### src/rtl/wg_pkg.sv
package wg_pkg;

  // Sampled view of the three active-low control pins.
  typedef struct packed {
    logic ce_n;
    logic we_n;
    logic oe_n;
  } wg_ctrl_t;

  // A write is described only by both enables low with the output driver off.
  function automatic logic wg_is_write(wg_ctrl_t c);
    return (!c.ce_n) && (!c.we_n) && c.oe_n;
  endfunction

endpackage

### src/rtl/wg_sync.sv
module wg_sync #(
  parameter int              WIDTH   = 4,
  parameter int              STAGES  = 2,
  parameter logic [WIDTH-1:0] RST_VAL = '0
) (
  input  logic             clk,
  input  logic             rst,
  input  logic [WIDTH-1:0] d,
  output logic [WIDTH-1:0] q
);

  logic [WIDTH-1:0] chain [STAGES];

  generate
    for (genvar i = 0; i < STAGES; i++) begin : g_stage
      if (i == 0) begin : g_first
        always_ff @(posedge clk) begin
          if (rst) chain[0] <= RST_VAL;
          else     chain[0] <= d;
        end
      end else begin : g_next
        always_ff @(posedge clk) begin
          if (rst) chain[i] <= RST_VAL;
          else     chain[i] <= chain[i-1];
        end
      end
    end
  endgenerate

  assign q = chain[STAGES-1];

endmodule

### src/rtl/wg_strobe_filter.sv
module wg_strobe_filter #(
  parameter int FILT_CYCLES = 2
) (
  input  logic clk,
  input  logic rst,
  input  logic req,
  output logic accept
);

  localparam int             CW   = $clog2(FILT_CYCLES + 1);
  localparam logic [CW-1:0]  LIM  = CW'(FILT_CYCLES);
  localparam logic [CW-1:0]  LAST = CW'(FILT_CYCLES - 1);

  // Saturating run-length counter: once it reaches LIM the request is spent
  // until req drops, which gives the one-pulse-per-strobe rule for free.
  logic [CW-1:0] run_cnt;

  always_ff @(posedge clk) begin
    if (rst)               run_cnt <= '0;
    else if (!req)         run_cnt <= '0;
    else if (run_cnt != LIM) run_cnt <= run_cnt + 1'b1;
  end

  assign accept = req && (run_cnt == LAST);

  assert_single_accept_R2: assert property (@(posedge clk) disable iff (rst)
    accept |=> !accept);

  assert_run_bounded_R1: assert property (@(posedge clk) disable iff (rst)
    run_cnt <= LIM);

  assert_idle_clears_R8: assert property (@(posedge clk) disable iff (rst)
    !req |=> (run_cnt == '0));

endmodule

### src/rtl/wg_holdoff.sv
module wg_holdoff #(
  parameter int HOLD_CYCLES = 500000
) (
  input  logic clk,
  input  logic rst,
  input  logic supply_ok,
  output logic ready_o,
  output logic inhibit_o
);

  localparam int            CW   = $clog2(HOLD_CYCLES + 1);
  localparam logic [CW-1:0] LAST = CW'(HOLD_CYCLES - 1);

  logic [CW-1:0] hcnt;
  logic          ready_q;
  logic          inhibit_q;
  logic          ready_d;

  assign ready_d = supply_ok && (ready_q || (hcnt == LAST));

  always_ff @(posedge clk) begin
    if (rst) begin
      hcnt      <= '0;
      ready_q   <= 1'b0;
      inhibit_q <= 1'b1;
    end else begin
      ready_q   <= ready_d;
      inhibit_q <= !ready_d;
      if (!supply_ok)                    hcnt <= '0;
      else if (!ready_q && hcnt != LAST) hcnt <= hcnt + 1'b1;
    end
  end

  assign ready_o   = ready_q;
  assign inhibit_o = inhibit_q;

  assert_ready_after_full_count_R5: assert property (@(posedge clk) disable iff (rst)
    $rose(ready_q) |-> ($past(hcnt) == LAST) && $past(supply_ok));

  assert_supply_loss_locks_R6: assert property (@(posedge clk) disable iff (rst)
    !supply_ok |=> (inhibit_q && !ready_q && hcnt == '0));

endmodule

### src/rtl/nvm_write_guard.sv
module nvm_write_guard #(
  parameter int FILT_CYCLES = 2,
  parameter int HOLD_CYCLES = 500000,
  parameter int SYNC_STAGES = 2
) (
  input  logic clk,
  input  logic rst,
  input  logic ce_n,
  input  logic we_n,
  input  logic oe_n,
  input  logic vdd_ok,
  output logic wr_start_o,
  output logic wr_inhibit_o
);

  import wg_pkg::*;

  localparam int          NSIG    = 4;
  localparam logic [NSIG-1:0] IDLE_VAL = 4'b1110;

  logic [NSIG-1:0] raw_bus;
  logic [NSIG-1:0] smp_bus;
  wg_ctrl_t        ctrl_s;
  logic            vdd_s;
  logic            req;
  logic            accept;
  logic            ready;
  logic            start_q;

  assign raw_bus = {ce_n, we_n, oe_n, vdd_ok};

  wg_sync #(
    .WIDTH   (NSIG),
    .STAGES  (SYNC_STAGES),
    .RST_VAL (IDLE_VAL)
  ) u_sync (
    .clk (clk),
    .rst (rst),
    .d   (raw_bus),
    .q   (smp_bus)
  );

  assign ctrl_s = wg_ctrl_t'(smp_bus[NSIG-1:1]);
  assign vdd_s  = smp_bus[0];
  assign req    = wg_is_write(ctrl_s);

  wg_strobe_filter #(
    .FILT_CYCLES (FILT_CYCLES)
  ) u_filter (
    .clk    (clk),
    .rst    (rst),
    .req    (req),
    .accept (accept)
  );

  wg_holdoff #(
    .HOLD_CYCLES (HOLD_CYCLES)
  ) u_holdoff (
    .clk       (clk),
    .rst       (rst),
    .supply_ok (vdd_s),
    .ready_o   (ready),
    .inhibit_o (wr_inhibit_o)
  );

  // The sampled supply flag gates directly, one cycle ahead of the timer state.
  always_ff @(posedge clk) begin
    if (rst) start_q <= 1'b0;
    else     start_q <= accept && ready && vdd_s;
  end

  assign wr_start_o = start_q;

  assert_pulse_one_cycle_R2: assert property (@(posedge clk) disable iff (rst)
    wr_start_o |=> !wr_start_o);

  assert_no_start_when_inhibited_R5: assert property (@(posedge clk) disable iff (rst)
    wr_start_o |-> !wr_inhibit_o);

  assert_start_needs_write_pins_R3: assert property (@(posedge clk) disable iff (rst)
    wr_start_o |-> $past(req) && $past(ctrl_s.oe_n) && !$past(ctrl_s.we_n));

  assert_low_supply_blocks_R6: assert property (@(posedge clk) disable iff (rst)
    !vdd_s |=> !wr_start_o && wr_inhibit_o);

  assert_reset_state_R4: assert property (@(posedge clk)
    $past(rst) |-> !wr_start_o && wr_inhibit_o);

endmodule

### config.mk
export PLATFORM = sky130hd
export DESIGN_NAME = nvm_write_guard
export DESIGN_NICKNAME = d
export VERILOG_FILES = /design/src/rtl/wg_pkg.sv /design/src/rtl/wg_sync.sv /design/src/rtl/wg_strobe_filter.sv /design/src/rtl/wg_holdoff.sv /design/src/rtl/nvm_write_guard.sv
export SDC_FILE = /design/constraint.sdc
export NUM_CORES = 1
export LEC_CHECK = 0
export CAP_MARGIN = 30
export CORE_MARGIN = 10
export CORE_UTILIZATION = 63
export DETAILED_ROUTE_END_ITERATION = 10
export DONT_BUFFER_PORTS = 1
export GPL_TIMING_DRIVEN = 0
export PLACE_DENSITY = 0.81
export REMOVE_ABC_BUFFERS = 1
export SLEW_MARGIN = 25
export SYNTH_ARGS = -nofsm -noshare
export SYNTH_HDL_FRONTEND = slang
export SYNTH_SLANG_ARGS = --single-unit
### constraint.sdc
create_clock -name clk -period 3.7 [get_ports clk]
set_input_delay 0.74 -clock clk [delete_from_list [all_inputs] [get_ports clk]]
set_output_delay 0.74 -clock clk [all_outputs]
set_load 0.01 [all_outputs]
==> results.cfg, run 1 <==
[final_layout]
nNetsFinal = 158
final_cell_mix = dfxtp_1, nor2_1, a21oi_1, nand2_1, o21ai_0
area_growth_pct = 3.601
final_layout_size_suffix_gt1_share_pct = 13.61
stdcell_count = 174
final_common_cell = dfxtp_1
antenna-diode-count = 0

[drt]
vias = 1051
vias_per_cell = 6.040
drtIter0Drc = 46
drc_errors = 0
drtPass1Iterations = 4
wl_mm = 2.597
avgRoutedWirePerCell_um = 14.93
ant_nets = 0

[die]
dieArea_mm2 = 0.004406
fp.dieW_um = 66.38
num_io_pins = 8
die_y_um = 66.38
fp.coreArea_mm2 = 0.002002
start_util_pct = 67.69
rows = 16

[timing]
fin_crit_sh_pct = 61.47
fin_ws_ps = 1426
tns_ps = 0
period_needed_ps = 2274
max_freq_mhz = 439.7
worstMarginPinSlew_ps = 724.3
drv_slew = 0
final.setup_skew_ps = 9.106
slew-limit-headroom_pct = 51.45
rsz0062_at_grt = no
setup_viol_count_final = 0
finalHoldViolCount = 0

[pwr]
leakage_nw = 0.4900
powerDensity_mw_per_mm2 = 371.5
peakVddDrop_v = 0.0002939

[clock_tree]
ctsHoldBuffers = 0
numCtsBuffers = 5
clkSlewWorstSetupHoldPaths_ps = 90
cts_resized = 0
clk_latency_ps = 320
root_buffer = clkbuf_4
htree_levels = 2
cts_sinks = 32
post_cts_buffers = 0
cts_tree = built
clockBufferDepth = 2

[logic_synthesis]
synth_top_area_share_pct = 47.28
synthMuxAreaShare_pct = 0.7387
yosysUniqueCellTypes = 35
syn_area_per_cell_um2 = 9.218
synth_top_family_by_area = simple AND/OR/NAND/NOR gates
synth_area_mm2 = 0.001355
yosysSeqAreaShare_pct = 47.28
synth_edf_count = 0
synth_top_area_cell = dfxtp_1
synth_compound_area_share_pct = 11.36
synthArstFlopShare_pct = 0
yosys_warnings = 0
ys.flop_type = dfxtp_1
ys_ff_latch = 32
synth_xor_area_share_pct = 5.171
synth_simple_gate_area_share_pct = 29.36
synth_fa_ha_area_share_pct = 2.770
yosys-top-cells-area = dfxtp_1, xor2_1, a21oi_1, nor2_1, o21ai_0
netlist_instances = 147

[worst_setup_path]
arrival_ps = 2510
worst-setup-path-type = flip-flop to flip-flop
crit_path_end_kind = flip-flop
cp_max_fo = 13
worstSetupStartpointType = flip-flop
required_ps = 3940

[global_route]
grt_max_degree = 18
grt_pass1_vias = 1058
grt_antenna_before_repair = 0
grt_usage_pct = 13.47
grt_first_pass_wirelength_mm = 4.671
grt.overflow.total = 0

[place]
pre_cts_slack_ps = 1473
dpl.cell_count = 169
port_buffers = 0
gp_congestion = 0.8919
hpwlAfterDp_mm = 1.787

[run]
maxCapViolCount = 0

[status]
status = completed

[hold_path]
worstHoldPathType = flip-flop to flip-flop
-- synth_stat cells (2+ instances only) --
cell / count
nor4b_1: 3
a21oi_1: 10
or4_1: 2
or3_1: 4
xor2_1: 7
nand2_1: 9
ha_1: 3
nor2b_1: 3
nor3b_1: 2
o2111ai_1: 3
dfxtp_1: 32
o211ai_1: 4
or2_2: 6
nand4_1: 4
nand3_1: 4
inv_1: 6
nor3_1: 3
and4_2: 2
clkbuf_1: 4
or3_2: 2
nor2_1: 13
o21ai_0: 8
-- per-layer routing --
layer / up-vias / track usage [%] / share of wire, %
li1: 527 / - / -
met1: 496 / 15.92 / 46
met2: 24 / 21.05 / 49
met3: 4 / 4.915 / 4.3
met4: 0 / 6.283 / 1.1
met5: - / 0 / 0
-- power by group --
part | total [mW] | internal, mW | switching (mW)
registers | 0.350 | 0.348 | 0.00171
clock network | 0.165 | 0.0634 | 0.101
logic | 0.00688 | 0.00354 | 0.00334
-- worst max-delay path, cell delays in order (launching register included) --
cell     delay [ps]
dfxtp_1         360
nor4b_1         340
nand4_1         370
nor3_2          710
o21ai_0         230
a21oi_1         180
-- registers in the layout, indices dropped and copies added, names as in the netlist --
signal,count
u_holdoff.inhibit_o,1
u_sync.chain,8
u_filter.run_cnt,2
wr_start_o,1
u_holdoff.ready_o,1
u_holdoff.hcnt,19
-- logic make-up (layout without fill, tap and decap cells) --
kind of cell    after synthesis  after routing
simple gates                 66             66
compound gates               26             26
xor+xnor                      8              8
flops                        32             32
mux                           1              1
buf+inv                      11             11
fa+ha+maj                     3              3
-- area by class of cell --
| type | instances | area [um2] |
|---|---|---|
| multi-input combinational | 104 | 669.4 |
| clock buffer | 5 | 37.54 |
| sequential | 32 | 640.6 |
| tap | 27 | 33.78 |
| fill | 168 | 598.1 |
| inverter | 6 | 22.52 |
-- through the flow --
stage          total power [mW]  instance area, um2  utilization (%)  hold slack, ps
2_1_floorplan            0.3632                1333                -           389.5
3_3_place_gp             0.3643                1366            68.25           390.8
3_5_place_dp             0.3652                1366            68.25           401.4
4_1_cts                  0.5266                1404            70.13           419.1
5_1_grt                  0.5405                1404            70.13           445.3
6_report                 0.5216                1404            70.13           418.4
-- path summary, 6_finish.rpt --
kind,endpoint,depth (start not counted),slack (ps),startpoint
worst max-delay path,u_holdoff.hcnt[13]$_SDFFE_PP0P_,5,1430,u_holdoff.hcnt[7]$_SDFFE_PP0P_
worst min register to register,wr_start_o$_SDFF_PP0_,1,420,u_sync.chain[1][2]$_SDFF_PP1_
worst max register to register,u_holdoff.hcnt[13]$_SDFFE_PP0P_,5,1430,u_holdoff.hcnt[7]$_SDFFE_PP0P_
worst min-delay path,wr_start_o$_SDFF_PP0_,1,420,u_sync.chain[1][2]$_SDFF_PP1_
No activity file was read; power rests on OpenSTA's default activity.
==> inputs of run 2 (changes only) <==
--- a/config.mk
+++ b/config.mk
@@ -7,11 +7,11 @@
 export LEC_CHECK = 0
 export CAP_MARGIN = 30
 export CORE_MARGIN = 10
-export CORE_UTILIZATION = 63
+export CORE_UTILIZATION = 54
 export DETAILED_ROUTE_END_ITERATION = 10
 export DONT_BUFFER_PORTS = 1
 export GPL_TIMING_DRIVEN = 0
-export PLACE_DENSITY = 0.81
+export PLACE_DENSITY = 0.74
 export REMOVE_ABC_BUFFERS = 1
 export SLEW_MARGIN = 25
 export SYNTH_ARGS = -nofsm -noshare
==> constraint.sdc (replaced) <==
create_clock -name clk -period 1.9 [get_ports clk]
set_input_delay 0.38 -clock clk [delete_from_list [all_inputs] [get_ports clk]]
set_output_delay 0.38 -clock clk [all_outputs]
set_load 0.01 [all_outputs]
==> run 2 against run 1 <==
- die area is 12% higher
- sequential share of layout area is 2.5 points lower
- final area increased by 6.1%
- register-to-register slack got worse by 1300 ps
- via count rose by 2.5%
- final cell count grew 5.2%
- hold slack got worse by 310 ps
- power grew 130%
- core utilization is 8.9 points lower
- global-route usage is 3.1 points lower
- critical path depth fell by 1
- first-iteration DRC count shrank 20%
- critical path type unchanged
==> results.cfg, run 2 (same netlist as run 1, synthesis figures left out) <==
[timing]
worstMarginPinSlew_ps = 648.0
fin_crit_sh_pct = 95.36
whs_ps = 108.0
max_freq_mhz = 551.9
slew-limit-headroom_pct = 56.80
period_needed_ps = 1812
setup_viol_count_final = 0
final.setup_skew_ps = 6.153
finalHoldViolCount = 0
drv_slew = 0
fin_ws_ps = 88.22

[clock_tree]
clockBufferDepth = 2
numCtsBuffers = 5
htree_levels = 2
root_buffer = clkbuf_4
cts_tree = built
clk_latency_ps = 330
clkSlewWorstSetupHoldPaths_ps = 110
cts_sinks = 32

[drt]
wl_mm = 2.585
avgRoutedWirePerCell_um = 14.13
vias = 1077
drc_errors = 0
drtIter0Drc = 37
drtPass1Iterations = 5
ant_nets = 0
vias_per_cell = 5.885

[worst_setup_path]
slowest_delay_ps = 470
arrival_ps = 2070
required_ps = 2160
crit_path_end_kind = flip-flop
cp_max_fo = 7
worst-setup-path-type = flip-flop to flip-flop
worstPathCellList = nand4_2 > or3_4 > or4_1 > a21oi_1
slowest_stage = or3_4
worstSetupStartpointType = flip-flop

[global_route]
grt_usage_pct = 10.39
grt.overflow.total = 0
grt_max_degree = 18
grt_antenna_before_repair = 0
grt_pass1_vias = 968
grt_first_pass_wirelength_mm = 4.264

[place]
port_buffers = 0
pre_cts_slack_ps = -131.2
dpl.cell_count = 172
gp_congestion = 0.8149
hpwlAfterDp_mm = 1.692

[final_layout]
top_register = u_holdoff.hcnt
reg.largest.list = u_holdoff.hcnt (19), u_sync.chain (8), u_filter.run_cnt (2)
final_layout_size_suffix_gt1_share_pct = 18.30
fill_cells = 222
final_core_util_pct = 61.21
area_growth_pct = 9.880
nNetsFinal = 161
final_cell_mix = dfxtp_1, nor2_1, a21oi_1, nand2_1, o21ai_0
final_common_cell = dfxtp_1
stdcell_count = 183
largest_reg_flops = 19
antenna-diode-count = 0

[hold_path]
worstHoldPathType = input port to flip-flop

[pwr]
peakVddDrop_v = 0.0007127
leakage_nw = 0.5418
powerDensity_mw_per_mm2 = 813.7
p_total_mw = 1.212

[die]
fp.dieW_um = 70.10
die_y_um = 70.10
rows = 18
dieArea_mm2 = 0.004913
start_util_pct = 55.71
fp.coreArea_mm2 = 0.002432
num_io_pins = 8

[run]
maxCapViolCount = 0

[status]
status = completed
[run 2: per-layer routing]
layer	part of all wire (%)	up-vias	GRT usage (%)
li1	-	541	-
met1	46	510	12.64
met2	46	22	14.80
met3	5.7	4	4.802
met4	1.9	0	5.482
met5	0	-	0
[run 2: cell type report]
class / count / area [um2] / area share, %
Sequential cell: 32 / 641.9 / 43.11
Multi-Input combinational cell: 104 / 684.4 / 45.97
Clock buffer: 5 / 37.54 / 2.521
Clock inverter: 3 / 42.54 / 2.857
Inverter: 6 / 22.52 / 1.513
Timing Repair Buffer: 3 / 22.52 / 1.513
Tap cell: 30 / 37.54 / 2.521
[run 2: power breakdown]
group / internal, mW / switching, mW
combinational: 0.00689 / 0.00596
clock: 0.274 / 0.243
sequential: 0.679 / 0.00272
total: 0.960 / 0.251
[run 2: critical path: cells and delay by family, from the launching register on]
family	cells	cell delay [ps]
AO/OA/AOI/OAI	1	150
AND/OR/NAND/NOR	3	1170
flip-flops	1	420
[run 2: what timing repair did]
action / CTS / global route
endpoints found under the hold margin: 0 / 0
gates resized for setup: 1 / 3
gates cloned: 0 / 0
setup endpoints to repair: 9 / 15
hold buffers: 0 / 0
setup buffers: 0 / 3
pin swaps: 1 / 3
[run 2: worst paths after layout]
kind | startpoint | to | slack, ps | cells after the start
worst min-delay path | rst | u_sync.chain[1][0]$_SDFF_PP0_ | 110 | 1
worst max register to register | u_holdoff.hcnt[6]$_SDFFE_PP0P_ | u_holdoff.hcnt[17]$_SDFFE_PP0P_ | 90 | 4
worst min register to register | u_sync.chain[0][2]$_SDFF_PP1_ | u_sync.chain[1][2]$_SDFF_PP1_ | 420 | 1
worst max-delay path | u_holdoff.hcnt[6]$_SDFFE_PP0P_ | u_holdoff.hcnt[17]$_SDFFE_PP0P_ | 90 | 4
[run 2: through the flow]
step | cell area, um2 | TNS, ps
after CTS | 1456 | 0
after detailed placement | 1370 | -856.8
after global routing | 1489 | -1.154
after floorplan | 1333 | 0
after global placement | 1370 | -686.6
final | 1489 | 0
